--- config.mk ---
export PLATFORM = sky130hd
export DESIGN_NAME = alu5_unit
export DESIGN_NICKNAME = d
export VERILOG_FILES = /design/src/rtl/alu5_pkg.sv /design/src/rtl/alu5_opdec.sv /design/src/rtl/alu5_addsub.sv /design/src/rtl/alu5_zero_det.sv /design/src/rtl/alu5_unit.sv
export SDC_FILE = /design/constraint.sdc
export NUM_CORES = 1
export LEC_CHECK = 0
export ABC_AREA = 1
export CAP_MARGIN = 20
export CORE_ASPECT_RATIO = 1.1
export CORE_MARGIN = 2
export CORE_UTILIZATION = 40
export DETAILED_ROUTE_END_ITERATION = 8
export PLACE_DENSITY = 0.68
export SYNTH_ARGS = -nofsm -noshare
export SYNTH_HDL_FRONTEND = slang
export SYNTH_SLANG_ARGS = --single-unit
--- constraint.sdc ---
create_clock -name vclk -period 9.24
set_input_delay 1.848 -clock vclk [all_inputs]
set_output_delay 1.848 -clock vclk [all_outputs]
set_load 0.01 [all_outputs]
--- src/rtl/alu5_pkg.sv ---
package alu5_pkg;

  typedef enum logic [2:0] {
    OPC_AND = 3'b000,
    OPC_OR  = 3'b001,
    OPC_ADD = 3'b010,
    OPC_SUB = 3'b110,
    OPC_SLT = 3'b111
  } alu5_opc_e;

  // One-hot result path selects plus the adder's invert control.
  typedef struct packed {
    logic sel_and;
    logic sel_or;
    logic sel_sum;
    logic sel_slt;
    logic invert_b;
  } alu5_ctl_t;

  // Signed less-than from the sign bits of the operands and the difference:
  // differing operand signs decide directly, equal signs rely on the difference.
  function automatic logic signed_less(input logic a_msb, input logic b_msb,
                                       input logic diff_msb);
    logic ovf;
    ovf = (a_msb != b_msb) && (diff_msb != a_msb);
    return diff_msb ^ ovf;
  endfunction

endpackage

--- src/rtl/alu5_opdec.sv ---
module alu5_opdec
  import alu5_pkg::*;
(
  input  logic [2:0] op_sel,
  output alu5_ctl_t  ctl,
  output logic       op_valid
);

  always_comb begin
    ctl      = '0;
    op_valid = 1'b1;
    case (op_sel)
      OPC_AND: ctl.sel_and = 1'b1;
      OPC_OR:  ctl.sel_or  = 1'b1;
      OPC_ADD: ctl.sel_sum = 1'b1;
      OPC_SUB: begin
        ctl.sel_sum  = 1'b1;
        ctl.invert_b = 1'b1;
      end
      OPC_SLT: begin
        ctl.sel_slt  = 1'b1;
        ctl.invert_b = 1'b1;
      end
      default: op_valid = 1'b0;
    endcase
  end

  always_comb begin
    AST_ONE_PATH: assert ($onehot0({ctl.sel_and, ctl.sel_or, ctl.sel_sum, ctl.sel_slt}))
      else $error("more than one result path selected");
    AST_VALID_HAS_PATH: assert (op_valid == (ctl.sel_and | ctl.sel_or | ctl.sel_sum | ctl.sel_slt))
      else $error("validity and path select disagree");
  end

endmodule

--- src/rtl/alu5_addsub.sv ---
module alu5_addsub #(
  parameter int W = 32
) (
  input  logic [W-1:0] a,
  input  logic [W-1:0] b,
  input  logic         invert_b,
  output logic [W-1:0] sum,
  output logic         a_msb,
  output logic         b_msb,
  output logic         sum_msb
);

  logic [W-1:0] b_eff;

  always_comb begin
    b_eff = invert_b ? ~b : b;
    sum   = a + b_eff + W'(invert_b);
  end

  assign a_msb   = a[W-1];
  assign b_msb   = b[W-1];
  assign sum_msb = sum[W-1];

  always_comb begin
    if (invert_b) begin
      AST_SUB_INVERSE: assert (W'(sum + b) == a)
        else $error("difference plus B does not restore A");
    end else begin
      AST_ADD_INVERSE: assert (W'(sum - b) == a)
        else $error("sum minus B does not restore A");
    end
  end

endmodule

--- src/rtl/alu5_zero_det.sv ---
module alu5_zero_det #(
  parameter int W   = 32,
  parameter int GRP = 4
) (
  input  logic [W-1:0] res,
  output logic         is_zero
);

  localparam int GROUPS = (W + GRP - 1) / GRP;
  localparam int PADW   = GROUPS * GRP;

  logic [PADW-1:0]   padded;
  logic [GROUPS-1:0] group_any;

  always_comb begin
    padded        = '0;
    padded[W-1:0] = res;
  end

  for (genvar g = 0; g < GROUPS; g++) begin : g_grp
    assign group_any[g] = |padded[g*GRP +: GRP];
  end

  assign is_zero = ~|group_any;

  always_comb begin
    AST_ZERO_FLAG: assert (is_zero == (res == '0))
      else $error("zero flag disagrees with result");
  end

endmodule

--- src/rtl/alu5_unit.sv ---
module alu5_unit
  import alu5_pkg::*;
#(
  parameter int W = 32
) (
  input  logic [W-1:0] opnd_a,
  input  logic [W-1:0] opnd_b,
  input  logic [2:0]   op_sel,
  output logic [W-1:0] result,
  output logic         zero_out
);

  alu5_ctl_t    ctl;
  logic         op_valid;
  logic [W-1:0] sum;
  logic         a_msb, b_msb, sum_msb;
  logic         less;

  alu5_opdec u_opdec (
    .op_sel  (op_sel),
    .ctl     (ctl),
    .op_valid(op_valid)
  );

  alu5_addsub #(.W(W)) u_addsub (
    .a       (opnd_a),
    .b       (opnd_b),
    .invert_b(ctl.invert_b),
    .sum     (sum),
    .a_msb   (a_msb),
    .b_msb   (b_msb),
    .sum_msb (sum_msb)
  );

  assign less = signed_less(a_msb, b_msb, sum_msb);

  // AND-OR result mux: an unused code selects no path and yields zero.
  always_comb begin
    result = ({W{ctl.sel_and}} & (opnd_a & opnd_b))
           | ({W{ctl.sel_or}}  & (opnd_a | opnd_b))
           | ({W{ctl.sel_sum}} & sum)
           | ({W{ctl.sel_slt}} & {{(W-1){1'b0}}, less});
  end

  alu5_zero_det #(.W(W)) u_zero (
    .res    (result),
    .is_zero(zero_out)
  );

  always_comb begin
    if (ctl.sel_slt) begin
      AST_SLT_BOOL: assert (result[W-1:1] == '0)
        else $error("comparison result wider than one bit");
    end
    if (!op_valid) begin
      AST_UNUSED_ZERO: assert (result == '0 && zero_out)
        else $error("unused code gave nonzero result");
    end
  end

endmodule

# [Word-level counts from Yosys, hierarchy flattened]
# Cells that the tools add are included.
# W data, S select, Z words.
[classes] n_addsub=2 n_reduce_logical=6 n_eq_ne=6 n_mux=6 bitwise_logic=11
[op_table] operator="$and A32 B32 Y32" n=4
[op_table] operator="$or A32 B32 Y32" n=4
[op_table] operator="$add A32 B1 Y32" n=1
[op_table] operator="$add A32 B32 Y32" n=1
[op_table] operator="$and A32 B1 Y32" n=1
[op_table] operator="$mux W32" n=1
[op_table] operator="$not A32 Y32" n=1
[op_table] operator="$reduce_or A32 Y1" n=1
[op_table] operator="$eq A3 B3 Y1 const B" n=2
[op_table] operator="$mux W1" n=5
[op_table] operator="$reduce_or A2 Y1" n=2
[op_table] operator="$eq A3 B1 Y1 const B" n=1
[op_table] operator="$eq A3 B2 Y1 const B" n=1
[op_table] operator="$logic_not A3 Y1" n=1
[op_table] operator="$ne A1 B1 Y1" n=2
[op_table] operator="$logic_and A1 B1 Y1" n=1
[op_table] operator="$logic_not A1 Y1" n=1
[op_table] operator="$xor A1 B1 Y1" n=1
[totals] inputBits=67 register_bits=0 wordCells=31 output_inout_bits=33

# [Longest topological paths before layout]
[logic_depth] ltp_word=13 mapped_depth=23 mapped_depth_nobuf=22

# [Cells and area by module]
# Synthesis repeated with hierarchy kept, for this count alone.
[unflattened] hier_cells=671 hier_area_um2=3488.3
[modules_own_cells] module="alu5_addsub" area_per_inst_um2=2607.5 seq_area_each_um2=0.0 cells_per_inst=482 instances=1
[modules_own_cells] module="alu5_unit" area_per_inst_um2=705.7 seq_area_each_um2=0.0 cells_per_inst=147 instances=1
[modules_own_cells] module="alu5_zero_det" area_per_inst_um2=116.4 seq_area_each_um2=0.0 cells_per_inst=31 instances=1
[modules_own_cells] module="alu5_opdec" area_per_inst_um2=58.8 seq_area_each_um2=0.0 cells_per_inst=11 instances=1

# [Worst setup path after synthesis]
# OpenSTA, ideal clock, no wires.
[synth_timing] path_kind="input-to-output" from="in op_sel[2]" to="out zero_out" setup_slack_ps=3069 arrival_ps=4323 required_time_ps=7392 n_path_buf=1 cell_stages=19 path_cell_list="nand2_2 buf_1 xor2_1 fa_1 inv_1 nand3_1 nand3_1 nand2_1 nand2_2 nand2_1 nand2_1 nand2_1 a21oi_1 nor2_1 nor2_1 nand2_1 nor2_1 nand3_1 nor2_1"
[synth_between] elab_chain_cells=13 word_cells_on_any_way=27 classes_between="2 x add/sub; 5 x eq/ne; 6 x mux; 8 x bitwise; 6 x reduce/logical"
[synth_lines] element="start, declared" line_no="alu5_unit.sv:8" source="input logic [2:0] op_sel,"
[synth_lines] element="$eq A3 B3 Y1" line_no="alu5_opdec.sv:12" source="case (op_sel)"
[synth_lines] element="$reduce_or A2 Y1 (no source line)"
[synth_lines] element="$mux W1" line_no="alu5_opdec.sv:12"
[synth_lines] element="$mux W32" line_no="alu5_addsub.sv:16" source="b_eff = invert_b ? ~b : b;"
[synth_lines] element="$add A32 B32 Y32" line_no="alu5_addsub.sv:17" source="sum = a + b_eff + W'(invert_b);"
[synth_lines] element="$add A32 B1 Y32" line_no="alu5_addsub.sv:17"
[synth_lines] element="$ne A1 B1 Y1" line_no="alu5_pkg.sv:25" source="ovf = (a_msb != b_msb) && (diff_msb != a_msb);"
[synth_lines] element="$logic_and A1 B1 Y1" line_no="alu5_pkg.sv:25"
[synth_lines] element="$xor A1 B1 Y1" line_no="alu5_pkg.sv:26" source="return diff_msb ^ ovf;"
[synth_lines] element="$and A32 B1 Y32" line_no="alu5_unit.sv:42" source="| ({W{ctl.sel_slt}} & {{(W-1){1'b0}}, less});"
[synth_lines] element="$or A32 B32 Y32 (*)" line_no="alu5_unit.sv:42"
[synth_lines] element="$reduce_or A32 Y1 (*)" line_no="alu5_zero_det.sv:24" source="assign is_zero = ~|group_any;"
[synth_lines] element="$logic_not A1 Y1 (*)" line_no="alu5_zero_det.sv:24"
[synth_lines] element="end, declared" line_no="alu5_unit.sv:10" source="output logic zero_out"
# Mark *: on every way between the ends. The rest lies on a longest branch, timed or not.

# [Final worst setup path]
[layout_timing] from="in op_sel[1]" to="out zero_out"
# Same word-level chain as after synthesis.

==> key figures <==
Logic synthesis
  – Synth top area cells: nand2_1 (27%), inv_1 (12%), ha_1 (12%), nand3_1 (9.2%), xnor2_1 (7.2%)
  – Cells after Synth: 727
  – Post-synth top area cell: nand2_1
  – Post-Syn Area: 3650 um2
  – Post-synthesis sequential area ratio: 0%
  – Synth top area share: 26.8%
  – Syn_area_per_cell: 5.02 um2
  – Cell variety after synth: 32
  – Mapped Nets: 830
  – Synth warn: 0

Placed design
  – Worst slack, placed: 1.34 ns
  – Placed Area: 4780 um2
  – Port buffer count: 100
  – Placed cells: 933
  – Dpl hpwl: 11600 um
  – Gpl congestion: 0.933

Power
  – Overall power: 0.377 mW
  – Leakage: 2.52 nW
  – PwrDens: 78.6 nW/um2
  – VDD IR max: 0.0376 mV

Clock tree
  – CTS hold repair buffers: 0
  – Post-CTS setup buffer count: 0
  – Cts repair resizes: 0

Min path
  – HP Class: input pin to primary output
  – Hold path start: opnd_a[10]

Detailed routing
  – DRC: 0
  – Routed WL: 13600 um
  – DRT iter0 DRCs: 245
  – Highest routed metal layer: met4
  – Vias: 4799
  – Avg WL per Cell: 14.6 um
  – M1 WL: 6210 um
  – Met2 WL: 6360 um
  – Metal3 WL: 728 um
  – Drt pass-1 iters: 5
  – Final ANT Viol Nets: 0
  – Avg Vias per Cell: 5.14

Floorplanning
  – Initial Util: 41.1%
  – # rows: 36
  – Die Wd: 95.1 um
  – Die area: 9910 um2
  – Die span in y: 104 um
  – Total I/O pin count: 100
  – Core ar.: 8870 um2

Flow run
  – Max Cap Viol: 0

Layout
  – Final non-filler cell total: 934
  – Storage cell area: 0 um2
  – Layout cells sized above 1: 4.15%
  – Final core occ: 54.0%
  – Final nets: 925
  – Layout area overhead: 31.3%
  – Most frequent cells in the layout: nand2_1 (261), inv_1 (118), clkdlybuf4s50_1 (100)
  – Diode count: 0
  – Most common cell after layout, fill and taps aside: nand2_1
  – Design Area, Final: 4790 um2
  – Clock Buffer Count: 0
  – Seq_cells: 0
  – Multi-input logic area: 3130 um2
  – Fill cell count: 947

STA
  – Tmin final: 7.91 ns
  – Endpoints failing hold: 0
  – Fin worst setup slack: 1.33 ns
  – Least-Margin Pin Slew: 1.10 ns
  – RSZ-0062 raised after global routing: no
  – Tcrit/Tclk final: 85.6%
  – Fin Hold WS: 4.82 ns
  – Setup TNS: 0 ns
  – Rel. slew slack: 26.8%
  – Setup-failing EPs final: 0
  – Upper clock frequency limit: 0.126 GHz
  – Max-slew violations: 0

GRT
  – First-pass GRT wire length: 21500 um
  – Largest net degree at the start of global routing: 24
  – Vias in the first global route: 4504
  – Congestion Overflow GR: 0
  – GRT Util Overall: 27.1%
  – Initial antenna violation count: 0

Critical path
  – Worst setup EP type: primary output
  – WP data required: 7.39 ns
  – Critical Path AT: 6.06 ns
  – Crit-path max cell delay: 0.56 ns
  – Type of origin of the critical path: input pin
  – Delay-heaviest family, CP: simple AND/OR/NAND/NOR gates
  – Critical path buffers and inverters: 4
  – CP Cell Sequence: clkdlybuf4s50_1 > nand2_2 > buf_4 > xnor2_1 > ha_1 > nand2_1 > nor2_1 > nand2_1 > inv_1 > nand3_1 > nand3_1 > nand2_1 > nand3_1 > nand2_1 > nor2_1 > nand2_1 > nor2_1 > nand3_1 > nor2_1 > clkdlybuf4s50_1
  – Critical path origin: op_sel[1]
  – Master of the slowest instance on the critical path: clkdlybuf4s50_1
  – CP Max Fanout: 19
  – Worst path most repeated cell: nand2_1
  – Critical path class: input pin to primary output

Status
  – Outcome: finished clean
-- area by class of cell --
| type | count | area share, % |
|---|---|---|
| Timing Repair Buffer | 104 | 21.7 |
| Tap cell | 114 | 2.98 |
| Inverter | 128 | 10.0 |
| Multi-Input combinational cell | 588 | 65.3 |
-- cells in the mapped netlist (all sizes together) --
cell type,count
nor2,68
and2,5
or2,2
o211ai,1
o21ai,28
nand3b,3
nor3,7
o21bai,4
clkinv,3
xor2,3
clkbuf,6
xnor2,30
nand3,69
maj3,19
buf,5
fa,1
ha,35
a21oi,28
a221oi,1
nand2,269
a21o,1
nand4,12
inv,125
nor4,2
-- kinds of logic after synthesis --
kind of cell | count (synthesis) | share of synthesized area [%]
fa+ha+maj | 55 | 17.8
buf+inv | 139 | 14.3
xor+xnor | 33 | 7.92
simple gates | 437 | 50.7
compound gates | 63 | 9.36
-- layer usage --
layer / global-route usage [%] / up-vias
li1: - / 2478
met1: 36.3 / 2153
met2: 47.1 / 148
met3: 1.23 / 20
met4: 6.00 / 0
met5: 0 / -
-- path summary, 6_finish.rpt --
check,endpoint,slack [ns],cells after the start
worst min-delay path,result[10],4.82,4
worst max-delay path,zero_out,1.33,20
-- power by group --
group	leakage [nW]	total, mW	internal [mW]	switching [mW]
registers	0	0	0	0
logic	2.52	0.377	0.153	0.223
clock network	0	0	0	0
total	2.52	0.377	0.153	0.223
Power figures use the tool's default switching activity.
